--- src/rtl/rx_throttle_fifo.sv ---
module rx_throttle_fifo #(
  parameter int DW    = 8,
  parameter int DEPTH = 16
) (
  input  logic                         clk,
  input  logic                         rst_n,
  input  logic                         byte_valid,
  input  logic                         byte_is_addr,
  input  logic [DW-1:0]                byte_data,
  input  logic                         host_pop,
  output logic [DW-1:0]                host_data,
  input  logic                         thr_we,
  input  logic [$clog2(DEPTH)-1:0]     thr_value,
  input  logic                         clr_thresh,
  input  logic                         clr_full,
  input  logic                         clr_err,
  output logic [$clog2(DEPTH+1)-1:0]   level,
  output logic                         throttle,
  output logic                         irq_thresh,
  output logic                         irq_full,
  output logic                         overflow,
  output logic                         underflow
);
  localparam int AW = $clog2(DEPTH);
  localparam int CW = $clog2(DEPTH+1);

  logic [DW-1:0] mem [DEPTH];
  logic [AW-1:0] wptr, rptr, thr_q;
  logic [CW-1:0] count;
  logic          full, empty, push_req, do_push, do_pop, thr_hit;

  assign full     = (count == CW'(DEPTH));
  assign empty    = (count == '0);
  assign push_req = byte_valid & ~byte_is_addr;
  assign do_push  = push_req & ~full;
  assign do_pop   = host_pop & ~empty;
  assign thr_hit  = (count >= (CW'(thr_q) + CW'(1)));

  assign host_data = empty ? '0 : mem[rptr];
  assign level     = count;
  assign throttle  = full;

  always_ff @(posedge clk)
    if (do_push) mem[wptr] <= byte_data;

  always_ff @(posedge clk or negedge rst_n) begin
    if (!rst_n) begin
      wptr  <= '0;
      rptr  <= '0;
      count <= '0;
    end else begin
      if (do_push) wptr <= (wptr == AW'(DEPTH-1)) ? '0 : wptr + AW'(1);
      if (do_pop)  rptr <= (rptr == AW'(DEPTH-1)) ? '0 : rptr + AW'(1);
      case ({do_push, do_pop})
        2'b10:   count <= count + CW'(1);
        2'b01:   count <= count - CW'(1);
        default: count <= count;
      endcase
    end
  end

  always_ff @(posedge clk or negedge rst_n) begin
    if (!rst_n) begin
      thr_q      <= '0;
      irq_thresh <= 1'b0;
      irq_full   <= 1'b0;
      overflow   <= 1'b0;
      underflow  <= 1'b0;
    end else begin
      if (thr_we) thr_q <= thr_value;
      irq_thresh <= thr_hit | (irq_thresh & ~clr_thresh);
      irq_full   <= full    | (irq_full   & ~clr_full);
      overflow   <= (push_req & full)  | (overflow  & ~clr_err);
      underflow  <= (host_pop & empty) | (underflow & ~clr_err);
    end
  end

  p_thresh_sets_r2: assert property (@(posedge clk) disable iff (!rst_n)
    (level >= (CW'(thr_q) + CW'(1))) |=> irq_thresh);

  p_pop_releases_r4: assert property (@(posedge clk) disable iff (!rst_n)
    (throttle && host_pop) |=> !throttle);

  p_full_flag_r5: assert property (@(posedge clk) disable iff (!rst_n)
    throttle |=> irq_full);

  p_addr_dropped_r6: assert property (@(posedge clk) disable iff (!rst_n)
    (byte_valid && byte_is_addr && !host_pop) |=> $stable(level));

  p_no_overflow_r7: assert property (@(posedge clk) disable iff (!rst_n)
    (throttle && byte_valid && !byte_is_addr && !host_pop) |=> (overflow && throttle));

  p_underflow_r8: assert property (@(posedge clk) disable iff (!rst_n)
    (level == '0 && host_pop) |=> underflow);

  p_level_bound_r1: assert property (@(posedge clk) disable iff (!rst_n)
    level <= CW'(DEPTH));
endmodule

--- config.mk ---
export PLATFORM = sky130hd
export DESIGN_NAME = rx_throttle_fifo
export DESIGN_NICKNAME = d
export VERILOG_FILES = /design/src/rtl/rx_throttle_fifo.sv
export SDC_FILE = /design/constraint.sdc
export NUM_CORES = 1
export LEC_CHECK = 0
export ABC_AREA = 1
export BUFFER_PORTS_ARGS = -buffer_cell sky130_fd_sc_hd__buf_2
export CORE_MARGIN = 2
export CORE_UTILIZATION = 60
export DETAILED_ROUTE_END_ITERATION = 6
export GPL_TIMING_DRIVEN = 0
export HOLD_SLACK_MARGIN = 0.15
export PLACE_DENSITY_LB_ADDON = 0.3
export SKIP_CTS_REPAIR_TIMING = 1
export SLEW_MARGIN = 10
export SYNTH_ARGS = -nofsm -noshare
export SYNTH_HDL_FRONTEND = slang
export SYNTH_SLANG_ARGS = --single-unit
export TNS_END_PERCENT = 10
--- constraint.sdc ---
create_clock -name clk -period 2.9 [get_ports clk]
set_input_delay 0.435 -clock clk [delete_from_list [all_inputs] [get_ports clk]]
set_output_delay 0.435 -clock clk [all_outputs]
set_load 0.005 [all_outputs]
### Word-level counts from Yosys, hierarchy flattened

Memory sizes are Yosys's and may differ from the RTL's.
Index checks and enable logic that the tools add are counted.
Widths: inputs -> output; s select.

* bits in registers: 21
* bits in latches: 0
* bits in writable memories: 128
* memory bits (read-only): 0
* bits of input ports: 21
* output and inout bits: 18
* word-level logic and storage cells: 47
* memories kept: 1

Memories
* mem: depth 16, width 8, read ports 1, clocked after memory_dff 0, write ports 1, line 27 `logic [DW-1:0] mem [DEPTH];`

* $add $sub $neg: 5
* multiply operators: 0
* div/mod/pow operators: 0
* magnitude comparators: 1
* equality and inequality tests: 5
* shift operators: 0
* mux-type cells: 6
* bitwise operators: 19
* reductions and logical operators: 2

Operators by type and width (count)
* $pmux 5 s2: 1
* $and 1x1->1: 9
* $add 4x1->4 const B: 2
* $eq 4x4->1 const B: 2
* $mux 4: 2
* $mux 8: 1
* $not 1->1: 6
* $add 4x1->5 const B: 1
* $add 5x1->5 const B: 1
* $eq 5x5->1 const B: 1
* $ge 5x5->1: 1
* $logic_not 5->1: 1
* $sub 5x1->5 const B: 1
* $or 1x1->1: 4
* $eq 2x1->1 const B: 1
* $eq 2x2->1 const B: 1
* $mux 1: 2
* $reduce_bool 2->1: 1

### Longest topological paths before layout

Gate-level depths: netlist (run 1).

* depth in word-level cells: 5
* mapped depth: 17
* depth with buffers taken out: 16

### Worst setup path before layout (run 1)

Ideal clock, no wire load.

* path kind: reg2reg
* from: register count[2] (netlist: level[2])
* to: register count[4] (netlist: level[4])
* setup time: 0.117 ns
* arrival time: 2.016 ns
* data required time: 2.783 ns
* slack: 0.766 ns
* cell stages (with the launch flop): 18
* path buffers: 1
* period minus slack after synthesis: 2.134 ns
* cells stage by stage: dfrtp_1 > nor2_4 > nand4_4 > nand2_1 > inv_1 > ha_1 > clkbuf_2 > inv_1 > nand2_1 > nand2_1 > ha_1 > inv_1 > nand2_1 > nand3_1 > nand2_1 > nand2_1 > nand3_1 > nand2_1

* word-level cells in the longest chain between the ends: 5
* elaborated cells between the ends (all ways): 12
* classes of those cells: 2 x add/sub; 3 x eq/ne; 1 x mux; 4 x bitwise; 2 x reduce/logical

RTL lines
* start: declaration: line 29 `logic [CW-1:0] count;`
* start signal: assignment: line 55 `2'b10: count <= count + CW'(1);`
* start signal: assignment: line 56 `2'b01: count <= count - CW'(1);`
* start signal: assignment: line 57 `default: count <= count;`
* $logic_not 5->1 (*): line 33 `assign empty = (count == '0);`
* $not 1->1 (*): line 36 `assign do_pop = host_pop & ~empty;`
* $and 1x1->1 (*): line 36
* via do_pop: line 30 `logic full, empty, push_req, do_push, do_pop, thr_hit;`
* $eq 2x1->1 or $eq 2x2->1 (tied branches): line 54 `case ({do_push, do_pop})`
* $pmux 5 s2 or $reduce_bool 2->1 (tied branches)

Mark *: on every way through the listed nets, which the timed path passes. The rest lies on a longest branch.
A chain may end at the register's enable or synchronous reset.

### Final worst setup path (run 1)

* from: register rptr[0]
* to: output host_data[5]

* word-level cells in the longest chain between the ends: 2

RTL lines
* start: declaration: line 28 `logic [AW-1:0] wptr, rptr, thr_q;`
* start signal: assignment: line 53 `if (do_pop) rptr <= (rptr == AW'(DEPTH-1)) ? '0 : rptr + AW'(1);`
* $mem_v2 16x8
* $mux 8: line 39 `assign host_data = empty ? '0 : mem[rptr];`
* end: declaration: line 11 `output logic [DW-1:0] host_data,`

No other way between the ends.

==> impl_results.md, run 1 <==
* Outcome: finished, final reports clean
* Number of buffers inserted by port buffering at 38
* Count of cell types in the netlist at 32
* Iteration-0 DRC count of the detailed router at 487
* Path category of the worst min-delay check: in2reg
* Global-route total usage across every layer at 28.5%
* Chip width at 109 um
* Kind of start point of the critical path: flip-flop
* Dominant cell by count in the synthesized netlist: nand2_1
* Clock power frac at 29.1%
* Number of antenna violations at the first check in global routing at 0
* Largest fanout of any net on the critical path at 10
* CP dominant cell by count: nand3_1
* Startpoint of the worst-slack reg-to-reg timing path: level[2]
* Antenna Violating Nets Remaining at 0
* Fraction of power spent switching nets at 37.5%
* CP Data Required Time at 2.47 ns
* Synth area leaders: edfxtp_1, nand2_1, dfrtp_1, nand3_1, a21oi_1
* Slowest stage delay, CP at 0.39 ns
* Drc violations at 0
* Setup violation total in the final timing report at 0
* Netlist area before placement at 6560 sq um
* Prevailing post-synth register cell: edfxtp_1
* Cell count of the worst reg-to-reg path at 17
* Global-route wire length before repair at 24100 um
* Final core utilization at 70.6%
* Total wire length at 15600 um
* FFs w/ async S/R, synth at 14.1%
* Number of synthesized flops with an enable pin at 128
* Maximum VDD drop at 0.648 mV
* Overall via count from detail_route at 4700
* R2r setup slk at 0.39 ns
* Logic gate share of total power at 35.4%
* List of most frequent post-synthesis cells: nand2_1, edfxtp_1, nand3_1
* P_int at 0.00473 W
* Average detailed-routed wire length per instance at 19.0 um
* Root Driver: clkbuf_8
* Final worst clock skew at 0.00879 ns
* Cell count after synthesis at 605
* Max_cap viols at 0
* Yosys warns at 0
* Cell with the largest stage delay on the worst path: dfrtp_1
* Slew Limit Headroom at 47.2%
* Ratio of routed vias to standard cells at 5.72
* Number of iterations in the first detailed-routing pass at 7
* Slew at the pin with the worst max-slew slack at 0.790 ns
* Total count of hold-check failures in the final report at 0
* Inserted Diodes at 0
* CTS tree: done
* Number of instances on the worst hold path at 3
* Area growth from synthesis to final layout at 15.7%
* CTS sink cnt at 149
* Fin crit share at 87.9%
* Part of the Yosys area used for sequential elements at 66.6%
* DP Worst Slack at 0.476 ns
* Placeable core region at 10700 sq um
* Area of the multi-input gates at 1900 sq um
* P_sw at 0.00284 W
* Remaining global-route overflow at 0
* Effective utilization at floorplan at 61.1%
* Final critical-path required period at 2.55 ns
* Share of the synthesized area in the top cell type at 58.6%
* Count of boundary I/O pins at 39
* Capturing point of the worst reg2reg path: level[4]
* Fraction of layout instances using a drive strength above 1 at 15.4%
* Least setup slack across all paths after layout at 0.351 ns
* Pin count of the biggest net entering global routing at 22
* Count of pins over their slew limit at 0
* Fmax at 392 MHz
* Setup TNS at 0 ns
* Net count reported at finish at 704
* Insertion delay of the later-clocked pin in the worst-skew pair at 0.54 ns
* Leakage dissipation at 3.16 nW
* Number of buffers added by the clock tree synthesis step at 17
* Via count of the first global-routing pass at 4519
* Total Die Area at 11800 sq um
* Ordered list of cells on the worst path: buf_6 > inv_6 > buf_2 > nand2_1 > nand3_1 > nand3_1 > nand3_1 > nand2_1 > nor2_1 > buf_2
* Net count after synthesis at 640
* Setup repair after global routing missed its margin: false
* Syn avg cell area at 10.8 sq um
* Core Rows at 38
* Clock transition time at the flip-flop clock pins of the worst setup and hold paths at 0.06 ns
* Y dimension of the die at 109 um
* Library cell occupying the most area in the post-synthesis netlist: edfxtp_1
* Type of destination of the critical path: output port
* HPWL after detailed placement at 10100 um
* Source of the worst hold timing path: host_pop
* Number of fill cells in the layout at 755
* Power density over cell area at 998 nW/um^2
* Weighted congestion at the end of routability-driven global placement at 0.923
* Arrival time at the worst endpoint at 2.11 ns
* Max clock buf depth at 2
* Share of total power in sequential cells at 35.4%
* Post-synthesis sequential element count at 149
* Footprint of the flip-flops and latches at 4370 sq um
* Sink of the worst hold path: underflow
* H-tree depth at 4
* Worst setup path class: reg2out
## per-stage QoR
stage          power [W]  instance area, sq um  hold slack (ns)  cells
2_1_floorplan    0.00444                  6560            0.139    605
3_3_place_gp     0.00523                  6930            0.433    783
3_5_place_dp     0.00533                  6930            0.431    783
4_1_cts          0.00753                  7520           -0.140    815
5_1_grt          0.00798                  7590            0.157    822
6_report         0.00757                  7590            0.163    822
## sequential cells by signal (all words and copies together), names as in the netlist
register,flops
irq_full,1
irq_thresh,1
level,5
mem,128
overflow,1
rptr,4
thr_q,4
underflow,1
wptr,4
## worst max path at each step
| stage | start | end | slack, ns | depth (start not counted) |
|---|---|---|---|---|
| after detailed placement | level[2] | level[4] | 0.48 | 17 |
| after CTS | rptr[1] | host_data[6] | 0.34 | 9 |
| after global placement | level[2] | level[4] | 0.53 | 17 |
| final | rptr[0] | host_data[5] | 0.35 | 10 |
| after global routing | level[2] | level[4] | 0.21 | 17 |
| after floorplan | level[2] | level[4] | 0.77 | 17 |
## layout by cell type (no fill, tap or decap), types with 2 or more instances in the layout
master	n
mux2_2	3
nor2_4	2
clkinv_4	4
buf_2	50
buf_4	4
buf_6	3
nor2_1	28
nand4_1	3
xor2_1	3
dlygate4sd3_1	7
edfxtp_1	128
nand2_1	208
o21ai_1	3
o21ai_0	17
ha_1	14
inv_6	4
nand3_1	55
bufinv_16	3
clkinvlp_4	2
inv_2	3
clkinv_1	3
inv_1	35
clkbuf_16	16
a21oi_1	44
dfrtp_1	21
xnor2_1	3
nand2_4	4
## layout make-up
cell class | count | area share (%)
sequential | 149 | 57.6
multi-input combinational | 393 | 25.0
clock buffer | 17 | 5.46
timing repair buffer | 45 | 3.43
clock inverter | 15 | 2.36
tap | 140 | 2.31
inverter | 41 | 2.13
buffer | 22 | 1.80
## power groups by stage
stage / Combinational [W] / Clock, W / Sequential (W)
finish: 0.00269 / 0.00221 / 0.00268
floorplan: 0.00174 / 0 / 0.00269
detailed placement: 0.00260 / 0 / 0.00272
global route: 0.00297 / 0.00230 / 0.00271
CTS: 0.00264 / 0.00221 / 0.00268
global placement: 0.00252 / 0 / 0.00271
## layer usage
layer	GRT usage, %	share of wire (%)	vias to the layer above
li1	-	-	2184
met1	38.4	40	2229
met2	43.9	49	244
met3	7.17	7.6	43
met4	13.3	3.6	0
met5	0	0	-
## critical path, delay by kind of cell, from the launching register on
family,cells,cell delay (ns)
AND/OR/NAND/NOR,6,0.60
buffers and inverters,4,0.57
flip-flops,1,0.39
## cells by family after synthesis
group / count (synthesis) / synth area share (%)
AO/OA/AOI/OAI: 67 / 5.22
flip-flops: 149 / 66.6
buffers and inverters: 63 / 4.54
multiplexers: 3 / 0.515
XOR/XNOR: 6 / 0.801
AND/OR/NAND/NOR: 303 / 19.7
adder cells (fa/ha/maj): 14 / 2.67
(Power assumes the default switching activity.)
==> run 2: changes to the inputs <==
--- a/config.mk
+++ b/config.mk
@@ -5,7 +5,6 @@
 export SDC_FILE = /design/constraint.sdc
 export NUM_CORES = 1
 export LEC_CHECK = 0
-export ABC_AREA = 1
 export BUFFER_PORTS_ARGS = -buffer_cell sky130_fd_sc_hd__buf_2
 export CORE_MARGIN = 2
 export CORE_UTILIZATION = 60
==> impl_results.md, run 2 <==
* Number of antenna violations at the first check in global routing at 0
* Dominant cell by count in the synthesized netlist: edfxtp_1
* Number of fill cells in the layout at 641
* Slew Limit Headroom at 46.3%
* Number of buffers inserted by port buffering at 38
* Ratio of routed vias to standard cells at 5.97
* Type of destination of the critical path: output port
* Slew at the pin with the worst max-slew slack at 0.805 ns
* Slowest stage delay, CP at 0.56 ns
* Root Driver: clkbuf_8
* Weighted congestion at the end of routability-driven global placement at 0.800
* Startpoint of the worst-slack reg-to-reg timing path: level[1]
* Global-route total usage across every layer at 23.9%
* Insertion delay of the later-clocked pin in the worst-skew pair at 0.54 ns
* Count of pins over their slew limit at 0
* Total count of hold-check failures in the final report at 0
* Footprint of the flip-flops and latches at 4370 sq um
* Netlist area before placement at 6330 sq um
* Arrival time at the worst endpoint at 2.55 ns
* Pin count of the biggest net entering global routing at 22
* Global-route wire length before repair at 19100 um
* Chip width at 107 um
* Synth area leaders: edfxtp_1, mux4_1, dfrtp_1, mux4_2, ha_1
* Registers with the most flip-flops: mem x128, level x5
* Outcome: finished with violations
* Path category of the worst min-delay check: in2reg
* Compound-cell area share of the yosys netlist at 2.73%
* H-tree depth at 4
* Post-route standard cell area excluding fillers at 7360 sq um
* Max clock buf depth at 2
* Power density over cell area at 957 nW/um^2
* FFs w/ async S/R, synth at 14.1%
* Remaining global-route overflow at 0
* Leading cell types in the layout, fill and taps excluded: edfxtp_1, buf_2, mux4_2, dfrtp_1, clkbuf_16
* Total wire length at 12400 um
* Net count after synthesis at 363
* Share of the synthesized area in the top cell type at 60.7%
* Net count reported at finish at 430
* Yosys warns at 0
* Iteration-0 DRC count of the detailed router at 345
* Ordered list of cells on the worst path: buf_8 > buf_8 > mux4_1 > mux4_2 > nor2b_1 > buf_2
* Fmax at 335 MHz
* Largest fanout of any net on the critical path at 10
* CP Data Required Time at 2.47 ns
* Average detailed-routed wire length per instance at 22.8 um
* Prevailing post-synth register cell: edfxtp_1
* Antenna Violating Nets Remaining at 0
* HPWL after detailed placement at 7610 um
* CTS sink cnt at 149
* Setup violation total in the final timing report at 8
* Number of synthesized flops with an enable pin at 128
* Fraction of layout instances using a drive strength above 1 at 29.7%
* Cell count after synthesis at 328
* Worst setup path class: reg2out
* Least setup slack across all paths after layout at -0.0816 ns
* Inserted Diodes at 0
* Critical path buffer and inverter count at 3
* Kind of start point of the critical path: flip-flop
* Max_cap viols at 0
* Tightest hold margin at 0.162 ns
* List of most frequent post-synthesis cells: edfxtp_1, mux4_1, dfrtp_1
* CP dominant cell by count: buf_8
* Via count of the first global-routing pass at 3244
* Fin crit share at 103%
* Most frequent standard cell in the layout excluding fill and tap cells: edfxtp_1
* Critical path launch point: rptr[0]
* Area of the multi-input gates at 1770 sq um
* Area growth from synthesis to final layout at 16.3%
* Placed cell area at 6690 sq um
* Placeable core region at 10300 sq um
* Number of buffers added by the clock tree synthesis step at 17
* Count of cell types in the netlist at 36
* Y dimension of the die at 107 um
* Number of iterations in the first detailed-routing pass at 5
* Library cell occupying the most area in the post-synthesis netlist: edfxtp_1
* Count of boundary I/O pins at 39
* Syn avg cell area at 19.3 sq um
* Adder-Cell Fraction of Synth Area at 2.77%
* Share of cell area taken by muxes after synthesis at 16.9%
* Final worst clock skew at 0.00907 ns
* Clock transition time at the flip-flop clock pins of the worst setup and hold paths at 0.06 ns
* Part of the Yosys area used for sequential elements at 69.0%
* Post-Synth Simple-Gate Area at 4.84%
* CTS tree: done
* Effective utilization at floorplan at 61.6%
* Largest family of logic cells by synthesized area: multiplexers
* Source of the worst hold timing path: thr_we
* Gate family responsible for the most delay along the worst path: multiplexers
* Maximum VDD drop at 0.740 mV
* Post-synthesis sequential element count at 149
* Register with the highest flop count: mem
* Final critical-path required period at 2.98 ns
* Parity-gate share of the synthesized area counting xor and xnor cells at 1.52%
* Leakage dissipation at 2.65 nW
* Overall via count from detail_route at 3245
* Failing checks: setup timing
* Largest register FFs at 128
* Setup TNS at -0.541 ns
* Total Die Area at 11400 sq um
* Core Rows at 37
* Drc violations at 0
* Setup repair after global routing missed its margin: true
* Cell with the largest stage delay on the worst path: mux4_1
run 2: cell types whose count changed after synthesis, moves of 5 or more:
cell      previous run  this run
a21oi_1             44         8
and2_1               0        13
and3_1               0         5
buf_2               12         1
clkbuf_1             1         8
inv_1               35        12
mux4_1               0        27
mux4_2               0        13
nand2_1            208         8
nand3_1             55         6
nor2_1              28         1
nor2b_1              0        11
o21ai_0             17        10
run 2: logic make-up (layout without fill, tap and decap cells):
| family | Yosys count | in the layout |
|---|---|---|
| multiplexers | 46 | 46 |
| AND/OR/NAND/NOR | 53 | 53 |
| adder cells (fa/ha/maj) | 14 | 14 |
| AO/OA/AOI/OAI | 29 | 29 |
| flip-flops | 149 | 149 |
| buffers and inverters | 26 | 106 |
| XOR/XNOR | 11 | 11 |
run 2: metal layers:
metal / vias up / share of wire [%] / global-route usage, %
li1: 1453 / - / -
met1: 1661 / 43 / 34.7
met2: 113 / 49 / 36.0
met3: 18 / 6.6 / 6.08
met4: 0 / 1.5 / 8.35
met5: - / 0 / 0
run 2: final cells by class:
cell class / instances / area share [%]
inverter: 12 / 0.612
sequential: 149 / 59.4
buffer: 13 / 1.51
clock buffer: 18 / 5.68
clock inverter: 14 / 2.36
timing repair buffer: 49 / 4.11
multi-input combinational: 153 / 24.0
tap: 136 / 2.31
run 2: path summary, 6_finish.rpt:
path | cells past startpoint | endpoint | slack [ns]
max | 6 | host_data[1] | -0.08
min | 2 | thr_q[0] | 0.16
max reg2reg | 12 | level[2] | 0.10
min reg2reg | 2 | irq_thresh | 0.51
max in group asynchronous | 2 | rptr[1] | 2.14
min in group asynchronous | 2 | rptr[0] | 0.40
run 2: power breakdown:
part | total [W] | switching, W | internal (W)
clock network | 0.00220 | 0.000879 | 0.00132
registers | 0.00272 | 0.000190 | 0.00252
logic | 0.00213 | 0.000986 | 0.00114
run 2: stage by stage:
stage	power, W	util, %	worst slack [ns]	cells
2_1_floorplan	0.00408	-	0.169	328
3_3_place_gp	0.00464	65.1	-0.105	502
3_5_place_dp	0.00471	65.1	-0.210	502
4_1_cts	0.00693	70.9	-0.739	534
5_1_grt	0.00738	71.6	-0.160	544
6_report	0.00705	71.6	-0.0816	544
==> run 3: changes to the inputs <==
==> constraint.sdc (replaced) <==
create_clock -name clk -period 2.8 [get_ports clk]
set_input_delay 0.42 -clock clk [delete_from_list [all_inputs] [get_ports clk]]
set_output_delay 0.42 -clock clk [all_outputs]
set_load 0.005 [all_outputs]
==> impl_results.md, run 3 (synthesis results as in run 2) <==
* Power density over cell area at 990 nW/um^2
* Fin crit share at 106%
* Slew Limit Headroom at 46.1%
* Maximum VDD drop at 0.765 mV
* Gate family responsible for the most delay along the worst path: multiplexers
* Overall via count from detail_route at 3265
* Source of the worst hold timing path: host_pop
* Via count of the first global-routing pass at 3244
* Failing checks: setup timing
* Setup violation total in the final timing report at 8
* Cell with the largest stage delay on the worst path: mux4_1
* Least setup slack across all paths after layout at -0.157 ns
* Total count of hold-check failures in the final report at 0
* Startpoint of the worst-slack reg-to-reg timing path: level[1]
* Setup repair after global routing missed its margin: true
* CP dominant cell by count: buf_8
* Number of instances on the worst hold path at 3
* Placeable core region at 10300 sq um
* CTS sink cnt at 149
* Pin count of the biggest net entering global routing at 22
* Global-route wire length before repair at 19100 um
* Number of antenna violations at the first check in global routing at 0
* Number of buffers added by the clock tree synthesis step at 17
* Fraction of layout instances using a drive strength above 1 at 29.6%
* Root Driver: clkbuf_8
* Drc violations at 0
* CTS tree: done
* Net count reported at finish at 431
* Largest fanout of any net on the critical path at 10
* Kind of start point of the critical path: flip-flop
* Slowest stage delay, CP at 0.56 ns
* Inserted Diodes at 0
* Slew at the pin with the worst max-slew slack at 0.809 ns
* P_int at 0.00517 W
* Count of pins over their slew limit at 0
* Fmax at 338 MHz
* Iteration-0 DRC count of the detailed router at 343
* Arrival time at the worst endpoint at 2.54 ns
* Total Die Area at 11400 sq um
* Area growth from synthesis to final layout at 16.5%
* Fraction of power spent switching nets at 29.2%
* Worst setup path class: reg2out
* Cell count of the worst reg-to-reg path at 12
* Remaining global-route overflow at 0
* Share of total power in sequential cells at 38.5%
* P_sw at 0.00213 W
* Register with the highest flop count: mem
* Logic gate share of total power at 30.3%
* Antenna Violating Nets Remaining at 0
* R2r setup slk at 0 ns
* Number of buffers inserted by port buffering at 38
* Leading cell types in the layout, fill and taps excluded: edfxtp_1, buf_2, mux4_2, dfrtp_1, clkbuf_16
* Setup TNS at -1.18 ns
* Footprint of the flip-flops and latches at 4370 sq um
* Critical path launch point: rptr[0]
* Tightest hold margin at 0.160 ns
* Ordered list of cells on the worst path: buf_8 > buf_8 > mux4_1 > mux4_2 > nor2b_1 > buf_2
* Clock power frac at 31.2%
* Area of the multi-input gates at 1770 sq um
* Final critical-path required period at 2.96 ns
* Weighted congestion at the end of routability-driven global placement at 0.800
* Final worst clock skew at 0.00894 ns
* Critical path buffer and inverter count at 3
* Core Rows at 37
* Global-route total usage across every layer at 23.9%
* Ratio of routed vias to standard cells at 5.99
* Max_cap viols at 0
* Largest register FFs at 128
* Post-placement cell count at 502
* Final cell count without fillers at 545
* H-tree depth at 4
* Max clock buf depth at 2
* Leakage dissipation at 2.66 nW
* Placed cell area at 6690 sq um
* Number of fill cells in the layout at 640
* Capturing point of the worst reg2reg path: level[2]
* Chip width at 107 um
* Outcome: finished with violations
* Count of boundary I/O pins at 39
* CP Data Required Time at 2.38 ns
* Path category of the worst min-delay check: in2reg
* Number of iterations in the first detailed-routing pass at 5
* Effective utilization at floorplan at 61.6%
* Total wire length at 12400 um
* Sink of the worst hold path: underflow
* Most frequent standard cell in the layout excluding fill and tap cells: edfxtp_1
* Registers with the most flip-flops: mem x128, level x5
* Post-route standard cell area excluding fillers at 7370 sq um
* Clock transition time at the flip-flop clock pins of the worst setup and hold paths at 0.06 ns
* HPWL after detailed placement at 7610 um
* Y dimension of the die at 107 um
* Type of destination of the critical path: output port
* Final core utilization at 71.7%
* Insertion delay of the later-clocked pin in the worst-skew pair at 0.54 ns
* Average detailed-routed wire length per instance at 22.8 um
-- run 3: cell types whose count changed in the layout (fill, tap and decap cells not counted), sizes merged --
cell,before,now
dlygate4sd3,7,8
-- run 3: tightest hold or removal path: cells and delay by family --
family	cells	cell delay (ns)
and+or+nand+nor	1	0.05
buffers and inverters	1	0.12
AOI/OAI and AO/OA	1	0.06
-- run 3: stage by stage --
stage | total power [W] | worst slack [ns]
CTS | 0.00718 | -0.824
global placement | 0.00480 | -0.205
floorplan | 0.00422 | 0.0693
detailed placement | 0.00488 | -0.310
global route | 0.00765 | -0.245
finish | 0.00730 | -0.157
-- run 3: how the worst max path moves through the flow --
| stage | end | cells after the start |
|---|---|---|
| floorplan | level[2] | 12 |
| global placement | level[2] | 12 |
| detailed placement | level[2] | 12 |
| CTS | host_data[6] | 6 |
| global route | host_data[7] | 6 |
| finish | host_data[1] | 6 |
-- run 3: metal layers --
layer	up-vias	track usage (%)	wire length [um]
met3	18	6.08	780
met5	-	0	0
met4	0	8.35	175
met1	1674	34.7	5440
li1	1455	-	-
met2	118	36.0	6040
-- run 3: cell type report --
class | instances | share of cell area, %
inverters | 12 | 0.611
clock inverters | 14 | 2.36
plain buffers | 13 | 1.51
clock buffers | 18 | 5.67
well taps | 136 | 2.31
flip-flops and latches | 149 | 59.3
multi-input cells | 153 | 24.0
repair buffers | 50 | 4.24
-- run 3: power by group through the flow --
stage	clock network, W	registers (W)	logic [W]
finish	0.00228	0.00281	0.00221
global route	0.00241	0.00284	0.00240
CTS	0.00231	0.00278	0.00209
detailed placement	0	0.00283	0.00205
global placement	0	0.00281	0.00199
floorplan	0	0.00279	0.00143
